## src/rtl/ecc_log_pkg.sv

```systemverilog
package ecc_log_pkg;

  typedef enum logic [1:0] {
    INTEG_OFF     = 2'b00,
    INTEG_DETECT  = 2'b01,
    INTEG_CORRECT = 2'b10,
    INTEG_SCRUB   = 2'b11
  } integ_mode_e;

  // register word indices
  localparam int unsigned WORD_ERRADDR = 0;
  localparam int unsigned WORD_STATUS  = 1;
  localparam int unsigned WORD_CMD     = 2;

  // severity slots
  localparam int unsigned KIND_SINGLE = 0;
  localparam int unsigned KIND_MULTI  = 1;
  localparam int unsigned NUM_KINDS   = 2;

  localparam int unsigned STATUS_W = 16;
  localparam int unsigned CMD_W    = 8;

endpackage

```

## src/rtl/ecc_evt_qual.sv

```systemverilog
module ecc_evt_qual
  import ecc_log_pkg::*;
(
  input  logic       err_valid,
  input  logic       err_multi,
  input  logic [1:0] integ_mode,
  output logic       take_single,
  output logic       take_multi
);

  logic accept;

  always_comb begin
    accept      = err_valid && (integ_mode_e'(integ_mode) != INTEG_OFF);
    take_single = accept && !err_multi;
    take_multi  = accept && err_multi;
  end

endmodule

```

## src/rtl/ecc_addr_latch.sv

```systemverilog
module ecc_addr_latch #(
  parameter int unsigned ADDR_W   = 32,
  parameter int unsigned PAGE_LSB = 12,
  localparam int unsigned PAGE_W  = ADDR_W - PAGE_LSB
) (
  input  logic              clk,
  input  logic              rst,
  input  logic              take_single,
  input  logic              take_multi,
  input  logic [ADDR_W-1:0] addr_in,
  input  logic              clr_single,
  input  logic              clr_multi,
  output logic [PAGE_W-1:0] page_q,
  output logic              sbe_q,
  output logic              mbe_q
);

  logic load_page;
  logic unused_low_addr;

  assign unused_low_addr = ^addr_in[PAGE_LSB-1:0];

  always_comb begin
    load_page = (take_multi && !mbe_q) ||
                (take_single && !sbe_q && !mbe_q);
  end

  always_ff @(posedge clk) begin
    if (rst) begin
      page_q <= '0;
      sbe_q  <= 1'b0;
      mbe_q  <= 1'b0;
    end else begin
      if (load_page)
        page_q <= addr_in[ADDR_W-1:PAGE_LSB];
      sbe_q <= take_single || (sbe_q && !clr_single);
      mbe_q <= take_multi  || (mbe_q && !clr_multi);
    end
  end

  AST_MB_PAGE_LOCK: assert property (@(posedge clk) disable iff (rst)
    ($past(mbe_q) && mbe_q) |-> $stable(page_q));

  AST_SB_PAGE_HOLD: assert property (@(posedge clk) disable iff (rst)
    ($past(sbe_q) && sbe_q && !$past(take_multi)) |-> $stable(page_q));

endmodule

```

## src/rtl/ecc_kind_log.sv

```systemverilog
module ecc_kind_log #(
  parameter int unsigned ROW_W = 3
) (
  input  logic             clk,
  input  logic             rst,
  input  logic             take,
  input  logic [ROW_W-1:0] row_in,
  input  logic             clr,
  output logic             flag_q,
  output logic [ROW_W-1:0] row_q,
  output logic             first_hit
);

  always_comb first_hit = take && !flag_q;

  always_ff @(posedge clk) begin
    if (rst) begin
      flag_q <= 1'b0;
      row_q  <= '0;
    end else begin
      if (first_hit)
        row_q <= row_in;
      flag_q <= take || (flag_q && !clr);
    end
  end

  AST_ROW_HOLD: assert property (@(posedge clk) disable iff (rst)
    ($past(flag_q) && flag_q) |-> $stable(row_q));

  AST_SET_WINS: assert property (@(posedge clk) disable iff (rst)
    ($past(!rst) && $past(take)) |-> flag_q);

endmodule

```

## src/rtl/ecc_reg_port.sv

```systemverilog
module ecc_reg_port
  import ecc_log_pkg::*;
#(
  parameter int unsigned ADDR_W   = 32,
  parameter int unsigned PAGE_LSB = 12,
  parameter int unsigned ROW_W    = 3,
  parameter int unsigned RA_W     = 2,
  parameter int unsigned DATA_W   = 32,
  localparam int unsigned PAGE_W  = ADDR_W - PAGE_LSB,
  localparam int unsigned MEF_BIT = ROW_W + 1
) (
  input  logic              clk,
  input  logic              rst,
  input  logic [RA_W-1:0]   reg_addr,
  input  logic              reg_we,
  input  logic [DATA_W-1:0] reg_wdata,
  input  logic [PAGE_W-1:0] page_q,
  input  logic              asbe_q,
  input  logic              ambe_q,
  input  logic              sef_q,
  input  logic [ROW_W-1:0]  srow_q,
  input  logic              mef_q,
  input  logic [ROW_W-1:0]  mrow_q,
  output logic              clr_asbe,
  output logic              clr_ambe,
  output logic              clr_sef,
  output logic              clr_mef,
  output logic [1:0]        cmd_q,
  output logic [DATA_W-1:0] reg_rdata
);

  logic                wr_addr_word, wr_stat_word, wr_cmd_word;
  logic [ADDR_W-1:0]   addr_word;
  logic [STATUS_W-1:0] stat_word;
  logic [CMD_W-1:0]    cmd_word;
  logic                unused_wdata;

  assign unused_wdata = ^reg_wdata;

  always_comb begin
    wr_addr_word = reg_we && (reg_addr == RA_W'(WORD_ERRADDR));
    wr_stat_word = reg_we && (reg_addr == RA_W'(WORD_STATUS));
    wr_cmd_word  = reg_we && (reg_addr == RA_W'(WORD_CMD));
    clr_asbe = wr_addr_word && reg_wdata[0];
    clr_ambe = wr_addr_word && reg_wdata[1];
    clr_sef  = wr_stat_word && reg_wdata[0];
    clr_mef  = wr_stat_word && reg_wdata[MEF_BIT];
  end

  always_ff @(posedge clk) begin
    if (rst)
      cmd_q <= '0;
    else if (wr_cmd_word)
      cmd_q <= reg_wdata[1:0];
  end

  always_comb begin
    addr_word = {page_q, {(PAGE_LSB-2){1'b0}}, ambe_q, asbe_q};
    stat_word = STATUS_W'({mrow_q, mef_q, srow_q, sef_q});
    cmd_word  = CMD_W'(cmd_q);
    case (reg_addr)
      RA_W'(WORD_ERRADDR): reg_rdata = DATA_W'(addr_word);
      RA_W'(WORD_STATUS):  reg_rdata = DATA_W'(stat_word);
      RA_W'(WORD_CMD):     reg_rdata = DATA_W'(cmd_word);
      default:             reg_rdata = '0;
    endcase
  end

  AST_CMD_WRITE_ONLY: assert property (@(posedge clk) disable iff (rst)
    ($past(!rst) && !$past(wr_cmd_word)) |-> $stable(cmd_q));

endmodule

```

## src/rtl/ecc_err_log.sv

```systemverilog
module ecc_err_log
  import ecc_log_pkg::*;
#(
  parameter int unsigned ADDR_W   = 32,
  parameter int unsigned PAGE_LSB = 12,
  parameter int unsigned ROW_W    = 3,
  parameter int unsigned RA_W     = 2,
  parameter int unsigned DATA_W   = 32
) (
  input  logic              clk,
  input  logic              rst,
  input  logic              err_valid,
  input  logic              err_multi,
  input  logic [ADDR_W-1:0] err_addr,
  input  logic [ROW_W-1:0]  err_row,
  input  logic [1:0]        integ_mode,
  input  logic [RA_W-1:0]   reg_addr,
  input  logic              reg_we,
  input  logic [DATA_W-1:0] reg_wdata,
  output logic [DATA_W-1:0] reg_rdata,
  output logic              sys_err
);

  localparam int unsigned PAGE_W = ADDR_W - PAGE_LSB;

  logic                 take_single, take_multi;
  logic [PAGE_W-1:0]    page_q;
  logic                 asbe_q, ambe_q;
  logic                 clr_asbe, clr_ambe, clr_sef, clr_mef;
  logic [1:0]           cmd_q;
  logic [NUM_KINDS-1:0] take_k, clr_k, flag_k, first_k;
  logic [ROW_W-1:0]     row_k [NUM_KINDS];

  ecc_evt_qual u_qual (
    .err_valid   (err_valid),
    .err_multi   (err_multi),
    .integ_mode  (integ_mode),
    .take_single (take_single),
    .take_multi  (take_multi)
  );

  ecc_addr_latch #(.ADDR_W(ADDR_W), .PAGE_LSB(PAGE_LSB)) u_addr (
    .clk         (clk),
    .rst         (rst),
    .take_single (take_single),
    .take_multi  (take_multi),
    .addr_in     (err_addr),
    .clr_single  (clr_asbe),
    .clr_multi   (clr_ambe),
    .page_q      (page_q),
    .sbe_q       (asbe_q),
    .mbe_q       (ambe_q)
  );

  assign take_k[KIND_SINGLE] = take_single;
  assign take_k[KIND_MULTI]  = take_multi;
  assign clr_k[KIND_SINGLE]  = clr_sef;
  assign clr_k[KIND_MULTI]   = clr_mef;

  for (genvar k = 0; k < NUM_KINDS; k++) begin : g_kind
    ecc_kind_log #(.ROW_W(ROW_W)) u_kind (
      .clk       (clk),
      .rst       (rst),
      .take      (take_k[k]),
      .row_in    (err_row),
      .clr       (clr_k[k]),
      .flag_q    (flag_k[k]),
      .row_q     (row_k[k]),
      .first_hit (first_k[k])
    );
  end

  ecc_reg_port #(
    .ADDR_W(ADDR_W), .PAGE_LSB(PAGE_LSB), .ROW_W(ROW_W),
    .RA_W(RA_W), .DATA_W(DATA_W)
  ) u_regs (
    .clk       (clk),
    .rst       (rst),
    .reg_addr  (reg_addr),
    .reg_we    (reg_we),
    .reg_wdata (reg_wdata),
    .page_q    (page_q),
    .asbe_q    (asbe_q),
    .ambe_q    (ambe_q),
    .sef_q     (flag_k[KIND_SINGLE]),
    .srow_q    (row_k[KIND_SINGLE]),
    .mef_q     (flag_k[KIND_MULTI]),
    .mrow_q    (row_k[KIND_MULTI]),
    .clr_asbe  (clr_asbe),
    .clr_ambe  (clr_ambe),
    .clr_sef   (clr_sef),
    .clr_mef   (clr_mef),
    .cmd_q     (cmd_q),
    .reg_rdata (reg_rdata)
  );

  // pulse on a first error of an enabled severity
  always_ff @(posedge clk) begin
    if (rst)
      sys_err <= 1'b0;
    else
      sys_err <= |(first_k & cmd_q);
  end

  AST_SERR_HAS_CAUSE: assert property (@(posedge clk) disable iff (rst)
    sys_err |-> ($past(err_valid) && ($past(integ_mode) != 2'b00)));

  AST_OFF_NO_LOG: assert property (@(posedge clk) disable iff (rst)
    ($past(!rst) && ($past(integ_mode) == 2'b00) && ($past(flag_k) == '0)
     && !$past(asbe_q) && !$past(ambe_q))
    |-> ((flag_k == '0) && !asbe_q && !ambe_q));

endmodule

```

## config.mk

```make
export PLATFORM = sky130hd
export DESIGN_NAME = ecc_err_log
export DESIGN_NICKNAME = d
export VERILOG_FILES = /design/src/rtl/ecc_log_pkg.sv /design/src/rtl/ecc_evt_qual.sv /design/src/rtl/ecc_addr_latch.sv /design/src/rtl/ecc_kind_log.sv /design/src/rtl/ecc_reg_port.sv /design/src/rtl/ecc_err_log.sv
export SDC_FILE = /design/constraint.sdc
export NUM_CORES = 1
export LEC_CHECK = 0
export ABC_AREA = 1
export BUFFER_PORTS_ARGS = -buffer_cell sky130_fd_sc_hd__buf_2
export CAP_MARGIN = 10
export CORE_MARGIN = 3
export CORE_UTILIZATION = 44
export DETAILED_ROUTE_END_ITERATION = 8
export PLACE_DENSITY = 0.91
export SYNTH_ARGS = -nofsm -noshare
export SYNTH_HDL_FRONTEND = slang
export SYNTH_SLANG_ARGS = --single-unit
```

## constraint.sdc

```tcl
create_clock -name clk -period 2.95 [get_ports clk]
set_input_delay 0.59 -clock clk [delete_from_list [all_inputs] [get_ports clk]]
set_output_delay 0.59 -clock clk [all_outputs]
set_load 0.005 [all_outputs]
```

==> results of run 1 <==
[registers in the layout, indices dropped and copies added (netlist names)]
signal and flops:
u_regs.cmd_q 2, g_kind.u_kind.flag_q 2, u_addr.page_q 20, sys_err 1, u_addr.sbe_q 1, g_kind.u_kind.row_q 6
u_addr.mbe_q 1
[path summary, 6_finish.rpt]
path | slack, ns | to | from
max | 0.73 | reg_rdata[26] | reg_addr[1]
min reg2reg | 0.48 | u_regs.cmd_q[1] | u_regs.cmd_q[1]
min | 0.48 | u_addr.mbe_q | rst
max reg2reg | 1.76 | u_addr.page_q[19] | u_addr.sbe_q
[cells in the mapped netlist]
master | n | area, um^2
a21oi_1 | 7 | 35.0
a21oi_4 | 1 | 16.3
buf_2 | 2 | 10.0
buf_4 | 4 | 30.0
buf_6 | 2 | 22.5
buf_8 | 2 | 30.0
clkbuf_1 | 2 | 7.51
conb_1 | 1 | 3.75
dfxtp_1 | 33 | 661
inv_1 | 36 | 135
inv_2 | 2 | 7.51
inv_4 | 1 | 6.26
nand2_1 | 19 | 71.3
nand2_4 | 1 | 11.3
nand3_1 | 8 | 40.0
nand4_1 | 2 | 12.5
nor2_1 | 80 | 300
nor2_4 | 1 | 11.3
o211ai_1 | 2 | 15.0
o21ai_0 | 4 | 20.0
o21ai_1 | 20 | 100
[cell families (layout without fill, tap and decap cells)]
| kind of cell | after synthesis | after routing | synth area share |
|---|---|---|---|
| simple gates | 111 | 111 | 0.289 |
| buf+inv | 51 | 110 | 0.161 |
| compound gates | 34 | 34 | 0.121 |
| flops | 33 | 33 | 0.427 |
| other cells | 1 | 4 | 0.00242 |
[final cells by class]
cell class                      count  area, um^2
Clock buffer                        8        48.8
Fill cell                         352        1330
Inverter                           39         149
Multi-Input combinational cell    149         648
Sequential cell                    33         661
Tap cell                           44        55.1
Timing Repair Buffer               63         315
[worst register-to-register path, stage by stage (launching register included)]
cell     delay (ns)
dfxtp_1        0.36
a21oi_4        0.17
nand2_4        0.17
inv_4          0.23
nor2_1         0.07
nor2_1         0.12
[routing by layer]
metal	share of wire	global-route usage	vias up
met5	0	0	-
met4	0.014	0.0544	0
met3	0.081	0.0650	6
met2	0.48	0.287	53
met1	0.43	0.173	604
li1	-	-	808
[power by group through the flow]
| stage | clock network, mW | registers [mW] | logic (mW) |
|---|---|---|---|
| after global placement | 0 | 0.506 | 0.150 |
| after CTS | 0.244 | 0.498 | 0.153 |
| after global routing | 0.268 | 0.503 | 0.174 |
| after floorplan | 0 | 0.504 | 0.116 |
| after detailed placement | 0 | 0.508 | 0.153 |
| final | 0.234 | 0.498 | 0.151 |
[cells in the final DEF, fill, tap and decap left out, drive strengths merged, types with 4 or more instances in the layout]
cell type / synthesis / routed
conb: 1 / 4
nand2: 20 / 20
dfxtp: 33 / 33
inv: 39 / 39
a21oi: 8 / 8
nor2: 81 / 81
o21ai: 24 / 24
clkbuf: 2 / 8
buf: 10 / 63
nand3: 8 / 8
==> impl_metrics.prom, run 1 <==
# TYPE chip_impl_metric gauge
chip_impl_metric{name="seqPwrFrac",unit=""} 0.564
chip_impl_metric{name="power_total",unit="uW"} 883
chip_impl_metric{name="clkSlewWorstSetupHoldPaths",unit="ns"} 0.10
chip_impl_metric{name="ctsLongestPathBuffers",unit=""} 2
chip_impl_metric{name="design.final.nets",unit=""} 367
chip_impl_metric{name="whs_path_depth",unit=""} 2
chip_impl_metric{name="grt_antenna_before_repair",unit=""} 0
chip_impl_metric{name="drt-pass1-iter-count",unit=""} 4
chip_impl_metric{name="cts_setup_buffers",unit=""} 0
chip_impl_info{name="kind_of_start_point_of_the_critical_path",value="primary input"} 1
chip_impl_metric{name="power_density_normalized_to_cell_area",unit="nW/um^2"} 470
chip_impl_metric{name="wl_per_cell",unit="um"} 9.74
chip_impl_metric{name="placer_congestion",unit=""} 0.807
chip_impl_metric{name="ctsResizeCount",unit=""} 0
chip_impl_metric{name="ys_warn_count",unit=""} 0
chip_impl_metric{name="worst_path_largest_cell_delay",unit="ns"} 0.34
chip_impl_metric{name="cap_violations",unit=""} 0
chip_impl_metric{name="routed-via-count",unit=""} 1471
chip_impl_info{name="outcome",value="completed"} 1
chip_impl_metric{name="synthToLayoutAreaGrowth",unit="%"} 21.4
chip_impl_metric{name="synth_cell_type_count",unit=""} 21
chip_impl_metric{name="max_freq",unit="GHz"} 0.451
chip_impl_metric{name="grt_util_all_layers",unit=""} 0.162
chip_impl_metric{name="final_cell_area",unit="um^2"} 1880
chip_impl_metric{name="stdcell_count",unit=""} 336
chip_impl_info{name="path_cells",value="buf_2, nor2_1, inv_1, nor2_1, buf_2"} 1
chip_impl_metric{name="setup_ws",unit="ns"} 0.733
chip_impl_metric{name="floorplan.rows",unit=""} 20
chip_impl_metric{name="hold-worst-slack",unit="ns"} 0.485
chip_impl_metric{name="final-max-slew-violation-count",unit=""} 0
chip_impl_metric{name="residual_overflow_from_global_routing",unit=""} 0
chip_impl_metric{name="power.share.clock",unit=""} 0.265
chip_impl_metric{name="synth.ff_latch_count",unit=""} 33
chip_impl_metric{name="initial_utilization",unit=""} 0.483
chip_impl_metric{name="total_leakage_power",unit="nW"} 0.957
chip_impl_metric{name="timing.slew.headroom",unit=""} 0.608
chip_impl_metric{name="required",unit="ns"} 2.36
chip_impl_metric{name="num_antenna_cells",unit=""} 0
chip_impl_metric{name="netSwitchingFraction",unit=""} 0.279
chip_impl_info{name="worst_path_dominant_cell_family",value="buffers and inverters"} 1
chip_impl_metric{name="detailedRoute.firstIterationViolations",unit=""} 72
chip_impl_metric{name="wirelength",unit="um"} 3270
chip_impl_metric{name="rr_worst_depth",unit=""} 5
chip_impl_metric{name="grt_max_degree",unit=""} 29
chip_impl_metric{name="final_layout_size_suffix_gt1_frac",unit=""} 0.253
chip_impl_metric{name="setup_viol_count_final",unit=""} 0
chip_impl_info{name="slowest_stage",value="inv_1"} 1
chip_impl_metric{name="chipWidth",unit="um"} 65.3
chip_impl_metric{name="postCtsHoldBufs",unit=""} 0
chip_impl_metric{name="crit_path_max_fanout",unit=""} 20
chip_impl_metric{name="routed_via_density",unit=""} 4.38
chip_impl_metric{name="worst_pin_slew",unit="ns"} 0.587
chip_impl_metric{name="layout.core_utilization",unit=""} 0.586
chip_impl_metric{name="period_share",unit=""} 0.752
chip_impl_metric{name="worstPathBufferInverterCount",unit=""} 3
chip_impl_info{name="grt_setup_unrepaired",value="no"} 1
chip_impl_metric{name="synthesis.instances",unit=""} 230
chip_impl_metric{name="placed_cells",unit=""} 328
chip_impl_metric{name="vias_in_the_first_global_route",unit=""} 1260
chip_impl_info{name="critPathKind",value="primary input to output port"} 1
chip_impl_metric{name="clock_skew",unit="ns"} 0.00966
chip_impl_metric{name="setup_tns",unit="ns"} 0
chip_impl_metric{name="postPlaceCellArea",unit="um^2"} 1830
chip_impl_metric{name="io_pins",unit=""} 109
chip_impl_metric{name="postSynthAreaPerCell",unit="um^2"} 6.72
chip_impl_metric{name="clkLatencyLatePin",unit="ns"} 0.33
chip_impl_metric{name="grt_first_pass_wirelength",unit="um"} 5330
chip_impl_metric{name="p_switching",unit="uW"} 246
chip_impl_metric{name="combinationalPowerShare",unit=""} 0.172
chip_impl_info{name="worst_hold_path_type",value="primary input to register"} 1
chip_impl_metric{name="number_of_i_o_port_buffers",unit=""} 63
chip_impl_metric{name="coreArea",unit="um^2"} 3200
chip_impl_metric{name="clock_sinks",unit=""} 33
chip_impl_info{name="clockRootBuffer",value="clkbuf_4"} 1
chip_impl_metric{name="synthesis.area",unit="um^2"} 1550
chip_impl_metric{name="cts_inserted_buffers",unit=""} 5
chip_impl_metric{name="drcViolationCount",unit=""} 0
chip_impl_metric{name="post-route-min-period",unit="ns"} 2.22
chip_impl_metric{name="detail-route-antenna-nets",unit=""} 0
chip_impl_metric{name="worstSetupPathDepth",unit=""} 5
chip_impl_metric{name="die_y",unit="um"} 65.3
chip_impl_metric{name="vdd.ir_drop.worst",unit="V"} 0.000283
chip_impl_info{name="worstSetupEndpointType",value="output port"} 1
chip_impl_metric{name="design.die.area",unit="um^2"} 4260
chip_impl_metric{name="dp_worst_setup_slack",unit="ns"} 0.722
chip_impl_metric{name="synth.yosys.seq_area_share",unit=""} 0.427
chip_impl_metric{name="cell_internal_pwr",unit="uW"} 637
chip_impl_metric{name="hold_viol",unit=""} 0
chip_impl_metric{name="dpl.hpwl",unit="um"} 2450
chip_impl_info{name="cts_tree",value="built"} 1
chip_impl_metric{name="data_arrival_time_of_the_critical_path",unit="ns"} 1.63
chip_impl_metric{name="clock_tree.htree_level_count",unit=""} 2
(Power assumes the default switching activity.)
==> run 2, diff against run 1 <==
CORE_UTILIZATION = 41   (was 44)
PLACE_DENSITY = 0.86   (was 0.91)
clock period = 2.33 ns   (was 2.95 ns; I/O delays follow)
==> impl_metrics.prom, run 2 (synthesis gave the netlist of run 1 again) <==
# TYPE chip_impl_metric gauge
chip_impl_info{name="kind_of_start_point_of_the_critical_path",value="primary input"} 1
chip_impl_metric{name="whs_path_depth",unit=""} 2
chip_impl_metric{name="worst_pin_slew",unit="ns"} 0.577
chip_impl_info{name="mostFrequentLayoutCell",value="nor2_1"} 1
chip_impl_metric{name="final_layout_size_suffix_gt1_frac",unit=""} 0.256
chip_impl_metric{name="clock_skew",unit="ns"} 0.00496
chip_impl_metric{name="num_antenna_cells",unit=""} 0
chip_impl_metric{name="worst_path_largest_cell_delay",unit="ns"} 0.43
chip_impl_metric{name="design.die.area",unit="um^2"} 4540
chip_impl_info{name="biggestRegsByFlops",value="u_addr.page_q x20, g_kind.u_kind.row_q x6"} 1
chip_impl_metric{name="initial_utilization",unit=""} 0.443
chip_impl_metric{name="floorplan.rows",unit=""} 21
chip_impl_info{name="worst_hold_path_type",value="primary input to register"} 1
chip_impl_metric{name="residual_overflow_from_global_routing",unit=""} 0
chip_impl_info{name="slowest_stage",value="inv_1"} 1
chip_impl_metric{name="hold_viol",unit=""} 0
chip_impl_metric{name="drcViolationCount",unit=""} 0
chip_impl_metric{name="wl_per_cell",unit="um"} 9.55
chip_impl_metric{name="cts_inserted_buffers",unit=""} 5
chip_impl_info{name="rr_startpoint",value="u_addr.sbe_q"} 1
chip_impl_metric{name="rr_worst_depth",unit=""} 5
chip_impl_metric{name="setup_viol_count_final",unit=""} 0
chip_impl_metric{name="timing.slew.headroom",unit=""} 0.615
chip_impl_info{name="clockRootBuffer",value="clkbuf_8"} 1
chip_impl_metric{name="setup_ws",unit="ns"} 0.564
chip_impl_metric{name="dp_worst_setup_slack",unit="ns"} 0.520
chip_impl_metric{name="grt_max_degree",unit=""} 29
chip_impl_info{name="largest-register",value="u_addr.page_q"} 1
chip_impl_metric{name="required",unit="ns"} 1.86
chip_impl_metric{name="crit_path_max_fanout",unit=""} 20
chip_impl_metric{name="cts_setup_buffers",unit=""} 0
chip_impl_metric{name="drt-pass1-iter-count",unit=""} 4
chip_impl_metric{name="final-max-slew-violation-count",unit=""} 0
chip_impl_info{name="hold_path.startpoint",value="rst"} 1
chip_impl_metric{name="ctsLongestPathBuffers",unit=""} 2
chip_impl_metric{name="vias_in_the_first_global_route",unit=""} 1262
chip_impl_metric{name="dpl.hpwl",unit="um"} 2410
chip_impl_metric{name="design.final.nets",unit=""} 368
chip_impl_metric{name="detail-route-antenna-nets",unit=""} 0
chip_impl_info{name="layout_common_cells",value="80 x nor2_1, 63 x buf_2, 36 x inv_1, 33 x dfxtp_1, 20 x o21ai_1"} 1
chip_impl_info{name="worstSetupEndpointType",value="output port"} 1
chip_impl_metric{name="vdd.ir_drop.worst",unit="V"} 0.000404
chip_impl_metric{name="cap_violations",unit=""} 0
chip_impl_metric{name="clock_sinks",unit=""} 33
chip_impl_info{name="cts_tree",value="built"} 1
chip_impl_info{name="grt_setup_unrepaired",value="no"} 1
chip_impl_info{name="r2r_end",value="u_addr.page_q[11]"} 1
chip_impl_metric{name="chipWidth",unit="um"} 67.4
chip_impl_info{name="path_cells",value="buf_2, nor2_1, inv_1, nor2_1, buf_2"} 1
chip_impl_metric{name="grt_util_all_layers",unit=""} 0.148
chip_impl_metric{name="setup_tns",unit="ns"} 0
chip_impl_metric{name="routed-via-count",unit=""} 1510
chip_impl_metric{name="number_of_i_o_port_buffers",unit=""} 63
chip_impl_metric{name="fillCellCount",unit=""} 357
chip_impl_metric{name="clkSlewWorstSetupHoldPaths",unit="ns"} 0.06
chip_impl_info{name="min_to",value="g_kind[1].u_kind.flag_q"} 1
chip_impl_metric{name="largest_register_ff_count",unit=""} 20
chip_impl_info{name="worst_path_dominant_cell_family",value="buffers and inverters"} 1
chip_impl_info{name="critPathKind",value="primary input to output port"} 1
chip_impl_metric{name="clock_tree.htree_level_count",unit=""} 2
chip_impl_metric{name="die_y",unit="um"} 67.4
chip_impl_metric{name="data_arrival_time_of_the_critical_path",unit="ns"} 1.30
chip_impl_metric{name="postCtsHoldBufs",unit=""} 0
chip_impl_metric{name="reg2reg_setup_slack",unit="ns"} 1.16
chip_impl_metric{name="post-route-min-period",unit="ns"} 1.77
chip_impl_metric{name="power_density_normalized_to_cell_area",unit="nW/um^2"} 634
chip_impl_metric{name="grt_antenna_before_repair",unit=""} 0
chip_impl_metric{name="total_leakage_power",unit="nW"} 0.976
chip_impl_metric{name="clkLatencyLatePin",unit="ns"} 0.27
chip_impl_metric{name="coreArea",unit="um^2"} 3490
chip_impl_metric{name="synthToLayoutAreaGrowth",unit="%"} 24.0
chip_impl_metric{name="io_pins",unit=""} 109
chip_impl_metric{name="wirelength",unit="um"} 3240
chip_impl_metric{name="placer_congestion",unit=""} 0.842
chip_impl_metric{name="period_share",unit=""} 0.758
chip_impl_metric{name="ctsResizeCount",unit=""} 0
chip_impl_metric{name="grt_first_pass_wirelength",unit="um"} 5160
chip_impl_metric{name="max_freq",unit="GHz"} 0.566
chip_impl_metric{name="detailedRoute.firstIterationViolations",unit=""} 71
chip_impl_metric{name="worstPathBufferInverterCount",unit=""} 3
chip_impl_metric{name="routed_via_density",unit=""} 4.45
chip_impl_info{name="outcome",value="completed"} 1
## run 2: cell types whose count changed in the layout (fill, tap and decap cells not counted)
cell | previous run | this run
clkbuf_4 | 5 | 0
clkbuf_8 | 0 | 5
buf_4 | 0 | 1
## run 2: worst register-to-register path, delay by kind of cell (launching register included)
| family | cells | cell delay [ns] |
|---|---|---|
| flops | 1 | 0.35 |
| simple gates | 3 | 0.35 |
| compound gates | 1 | 0.17 |
| buf+inv | 1 | 0.24 |
## run 2: report_power, final
part	total [mW]	internal (mW)	switching, mW
Sequential	0.630	0.609	0.0211
Clock	0.391	0.212	0.179
Combinational	0.194	0.0791	0.115
## run 2: cell type report
| cell class | instances | area, um^2 | area share |
|---|---|---|---|
| sequential | 33 | 661 | 0.344 |
| multi-input combinational | 149 | 648 | 0.338 |
| timing repair buffer | 64 | 323 | 0.168 |
| inverter | 39 | 149 | 0.0776 |
| clock buffer | 8 | 80.1 | 0.0417 |
| tap | 46 | 57.6 | 0.0300 |
## run 2: worst max path at each step
stage	from	end	slack, ns	cells after the start
CTS	reg_addr[1]	reg_rdata[22]	0.51	5
detailed placement	reg_addr[1]	reg_rdata[22]	0.52	5
floorplan	reg_addr[1]	reg_rdata[12]	0.86	4
global placement	reg_addr[1]	reg_rdata[22]	0.52	5
finish	reg_addr[1]	reg_rdata[20]	0.56	5
global route	reg_addr[1]	reg_rdata[19]	0.41	5
## run 2: through the flow
step / instances / hold WS, ns / power (mW) / instance area (um^2) / util
floorplan: 233 / 0.437 / 0.784 / 1560 / -
global placement: 331 / 0.463 / 0.833 / 1840 / 0.526
detailed placement: 331 / 0.471 / 0.839 / 1840 / 0.526
CTS: 339 / 0.423 / 1.23 / 1920 / 0.549
global route: 339 / 0.429 / 1.30 / 1920 / 0.549
finish: 339 / 0.427 / 1.22 / 1920 / 0.549
## run 2: per-layer routing
metal,global-route usage,share of wire
met3,0.0449,0.075
met4,0.0380,0.0031
met5,0,0
met1,0.170,0.43
met2,0.266,0.49
==> run 3, diff against run 2 <==
clock period = 1.7 ns   (was 2.33 ns; I/O delays follow)
==> impl_metrics.prom, run 3 (synthesis gave the netlist of run 1 again) <==
# TYPE chip_impl_metric gauge
chip_impl_metric{name="drt-pass1-iter-count",unit=""} 4
chip_impl_metric{name="whs_path_depth",unit=""} 3
chip_impl_metric{name="required",unit="ns"} 1.36
chip_impl_metric{name="die_y",unit="um"} 67.4
chip_impl_info{name="largest-register",value="u_addr.page_q"} 1
chip_impl_metric{name="reg2reg_setup_slack",unit="ns"} 0.53
chip_impl_metric{name="power_density_normalized_to_cell_area",unit="nW/um^2"} 870
chip_impl_metric{name="ctsResizeCount",unit=""} 0
chip_impl_metric{name="design.final.nets",unit=""} 368
chip_impl_info{name="r2r_end",value="u_addr.page_q[18]"} 1
chip_impl_metric{name="power_total",unit="mW"} 1.67
chip_impl_metric{name="initial_utilization",unit=""} 0.443
chip_impl_metric{name="grt_util_all_layers",unit=""} 0.146
chip_impl_metric{name="vdd.ir_drop.worst",unit="V"} 0.000551
chip_impl_info{name="biggestRegsByFlops",value="u_addr.page_q x20, g_kind.u_kind.row_q x6"} 1
chip_impl_metric{name="routed_via_density",unit=""} 4.34
chip_impl_metric{name="data_arrival_time_of_the_critical_path",unit="ns"} 1.19
chip_impl_metric{name="final-max-slew-violation-count",unit=""} 0
chip_impl_metric{name="wl_per_cell",unit="um"} 9.55
chip_impl_metric{name="wirelength",unit="um"} 3240
chip_impl_metric{name="clock_tree.htree_level_count",unit=""} 2
chip_impl_info{name="hold_path.startpoint",value="err_row[0]"} 1
chip_impl_metric{name="drcViolationCount",unit=""} 0
chip_impl_metric{name="cts_inserted_buffers",unit=""} 5
chip_impl_metric{name="io_pins",unit=""} 109
chip_impl_metric{name="largest_register_ff_count",unit=""} 20
chip_impl_info{name="clockRootBuffer",value="clkbuf_8"} 1
chip_impl_metric{name="chipWidth",unit="um"} 67.4
chip_impl_metric{name="coreArea",unit="um^2"} 3490
chip_impl_metric{name="floorplan.rows",unit=""} 21
chip_impl_metric{name="clock_skew",unit="ns"} 0.00354
chip_impl_metric{name="placer_congestion",unit=""} 0.827
chip_impl_info{name="outcome",value="completed"} 1
chip_impl_metric{name="period_share",unit=""} 0.898
chip_impl_metric{name="clkLatencyLatePin",unit="ns"} 0.27
chip_impl_info{name="rr_startpoint",value="u_addr.sbe_q"} 1
chip_impl_metric{name="postCtsHoldBufs",unit=""} 0
chip_impl_metric{name="setup_viol_count_final",unit=""} 0
chip_impl_info{name="grt_setup_unrepaired",value="no"} 1
chip_impl_metric{name="hold_viol",unit=""} 0
chip_impl_metric{name="clkSlewWorstSetupHoldPaths",unit="ns"} 0.06
chip_impl_metric{name="worst_pin_slew",unit="ns"} 0.584
chip_impl_metric{name="detailedRoute.firstIterationViolations",unit=""} 72
chip_impl_metric{name="design.die.area",unit="um^2"} 4540
chip_impl_metric{name="synthToLayoutAreaGrowth",unit="%"} 24.2
chip_impl_metric{name="vias_in_the_first_global_route",unit=""} 1225
chip_impl_metric{name="max_freq",unit="GHz"} 0.655
chip_impl_info{name="cts_tree",value="built"} 1
chip_impl_metric{name="residual_overflow_from_global_routing",unit=""} 0
chip_impl_metric{name="timing.slew.headroom",unit=""} 0.611
chip_impl_metric{name="cap_violations",unit=""} 0
chip_impl_metric{name="final_layout_size_suffix_gt1_frac",unit=""} 0.263
chip_impl_metric{name="rr_worst_depth",unit=""} 5
chip_impl_info{name="min_to",value="g_kind[1].u_kind.row_q[0]"} 1
chip_impl_metric{name="routed-via-count",unit=""} 1471
chip_impl_metric{name="grt_max_degree",unit=""} 29
chip_impl_info{name="worst_hold_path_type",value="primary input to register"} 1
chip_impl_metric{name="setup_ws",unit="ns"} 0.174
chip_impl_metric{name="detail-route-antenna-nets",unit=""} 0
chip_impl_metric{name="total_leakage_power",unit="nW"} 0.981
chip_impl_info{name="kind_of_start_point_of_the_critical_path",value="primary input"} 1
chip_impl_metric{name="number_of_i_o_port_buffers",unit=""} 63
chip_impl_metric{name="clock_sinks",unit=""} 33
chip_impl_metric{name="num_antenna_cells",unit=""} 0
chip_impl_metric{name="dp_worst_setup_slack",unit="ns"} 0.143
chip_impl_info{name="worstSetupEndpointType",value="output port"} 1
chip_impl_metric{name="dpl.hpwl",unit="um"} 2390
chip_impl_metric{name="crit_path_max_fanout",unit=""} 20
chip_impl_metric{name="grt_first_pass_wirelength",unit="um"} 5030
chip_impl_metric{name="setup_tns",unit="ns"} 0
chip_impl_metric{name="final_cell_area",unit="um^2"} 1920
chip_impl_metric{name="ctsLongestPathBuffers",unit=""} 2
chip_impl_info{name="mostFrequentLayoutCell",value="nor2_1"} 1
chip_impl_info{name="layout_common_cells",value="80 x nor2_1, 63 x buf_2, 36 x inv_1, 33 x dfxtp_1, 20 x o21ai_1"} 1
chip_impl_metric{name="fillCellCount",unit=""} 354
chip_impl_metric{name="postPlaceCellArea",unit="um^2"} 1840
chip_impl_metric{name="grt_antenna_before_repair",unit=""} 0
chip_impl_metric{name="cts_setup_buffers",unit=""} 0
chip_impl_info{name="critPathKind",value="primary input to output port"} 1
chip_impl_metric{name="post-route-min-period",unit="ns"} 1.53
## run 3: changes by cell type in the layout (fill, tap and decap cells not counted), sizes merged
cell	delta
clkbuf	-2
clkinv	+2
## run 3: metal layers
metal / routed length, um / track usage
met1: 1390 / 0.153
met5: 0 / 0
met3: 200 / 0.0399
met2: 1630 / 0.276
met4: 21 / 0.0532
## run 3: cell type report
cell class / count / area (um^2) / share of cell area
clock buffers: 6 / 72.6 / 0.0378
clock inverters: 2 / 10.0 / 0.00521
inverters: 39 / 149 / 0.0775
multi-input cells: 149 / 648 / 0.337
flip-flops and latches: 33 / 661 / 0.344
well taps: 46 / 57.6 / 0.0300
repair buffers: 64 / 323 / 0.168
## run 3: worst max path at each step
stage               depth (start not counted)            end         from  slack (ns)
floorplan                                   4  reg_rdata[12]  reg_addr[1]        0.48
global placement                            5  reg_rdata[22]  reg_addr[1]        0.15
detailed placement                          5  reg_rdata[22]  reg_addr[1]        0.14
CTS                                         5  reg_rdata[22]  reg_addr[1]        0.14
global route                                5  reg_rdata[20]  reg_addr[1]        0.05
finish                                      5  reg_rdata[22]  reg_addr[1]        0.17
## run 3: worst max-delay path: stages
cell and delay [ns]:
buf_2 0.12, nor2_1 0.06, inv_1 0.43, nor2_1 0.08, buf_2 0.15
## run 3: through the flow
stage / std cells / hold slack, ns / utilization
2_1_floorplan: 233 / 0.409 / -
6_report: 339 / 0.300 / 0.550
3_3_place_gp: 331 / 0.463 / 0.526
5_1_grt: 339 / 0.300 / 0.550
3_5_place_dp: 331 / 0.468 / 0.526
4_1_cts: 339 / 0.294 / 0.550
## run 3: power by group
part / switching (mW) / total [mW] / leakage, nW / internal [mW]
clock network: 0.259 / 0.542 / 0.0450 / 0.283
registers: 0.0290 / 0.863 / 0.272 / 0.834
logic: 0.158 / 0.266 / 0.664 / 0.108
total: 0.445 / 1.67 / 0.981 / 1.23
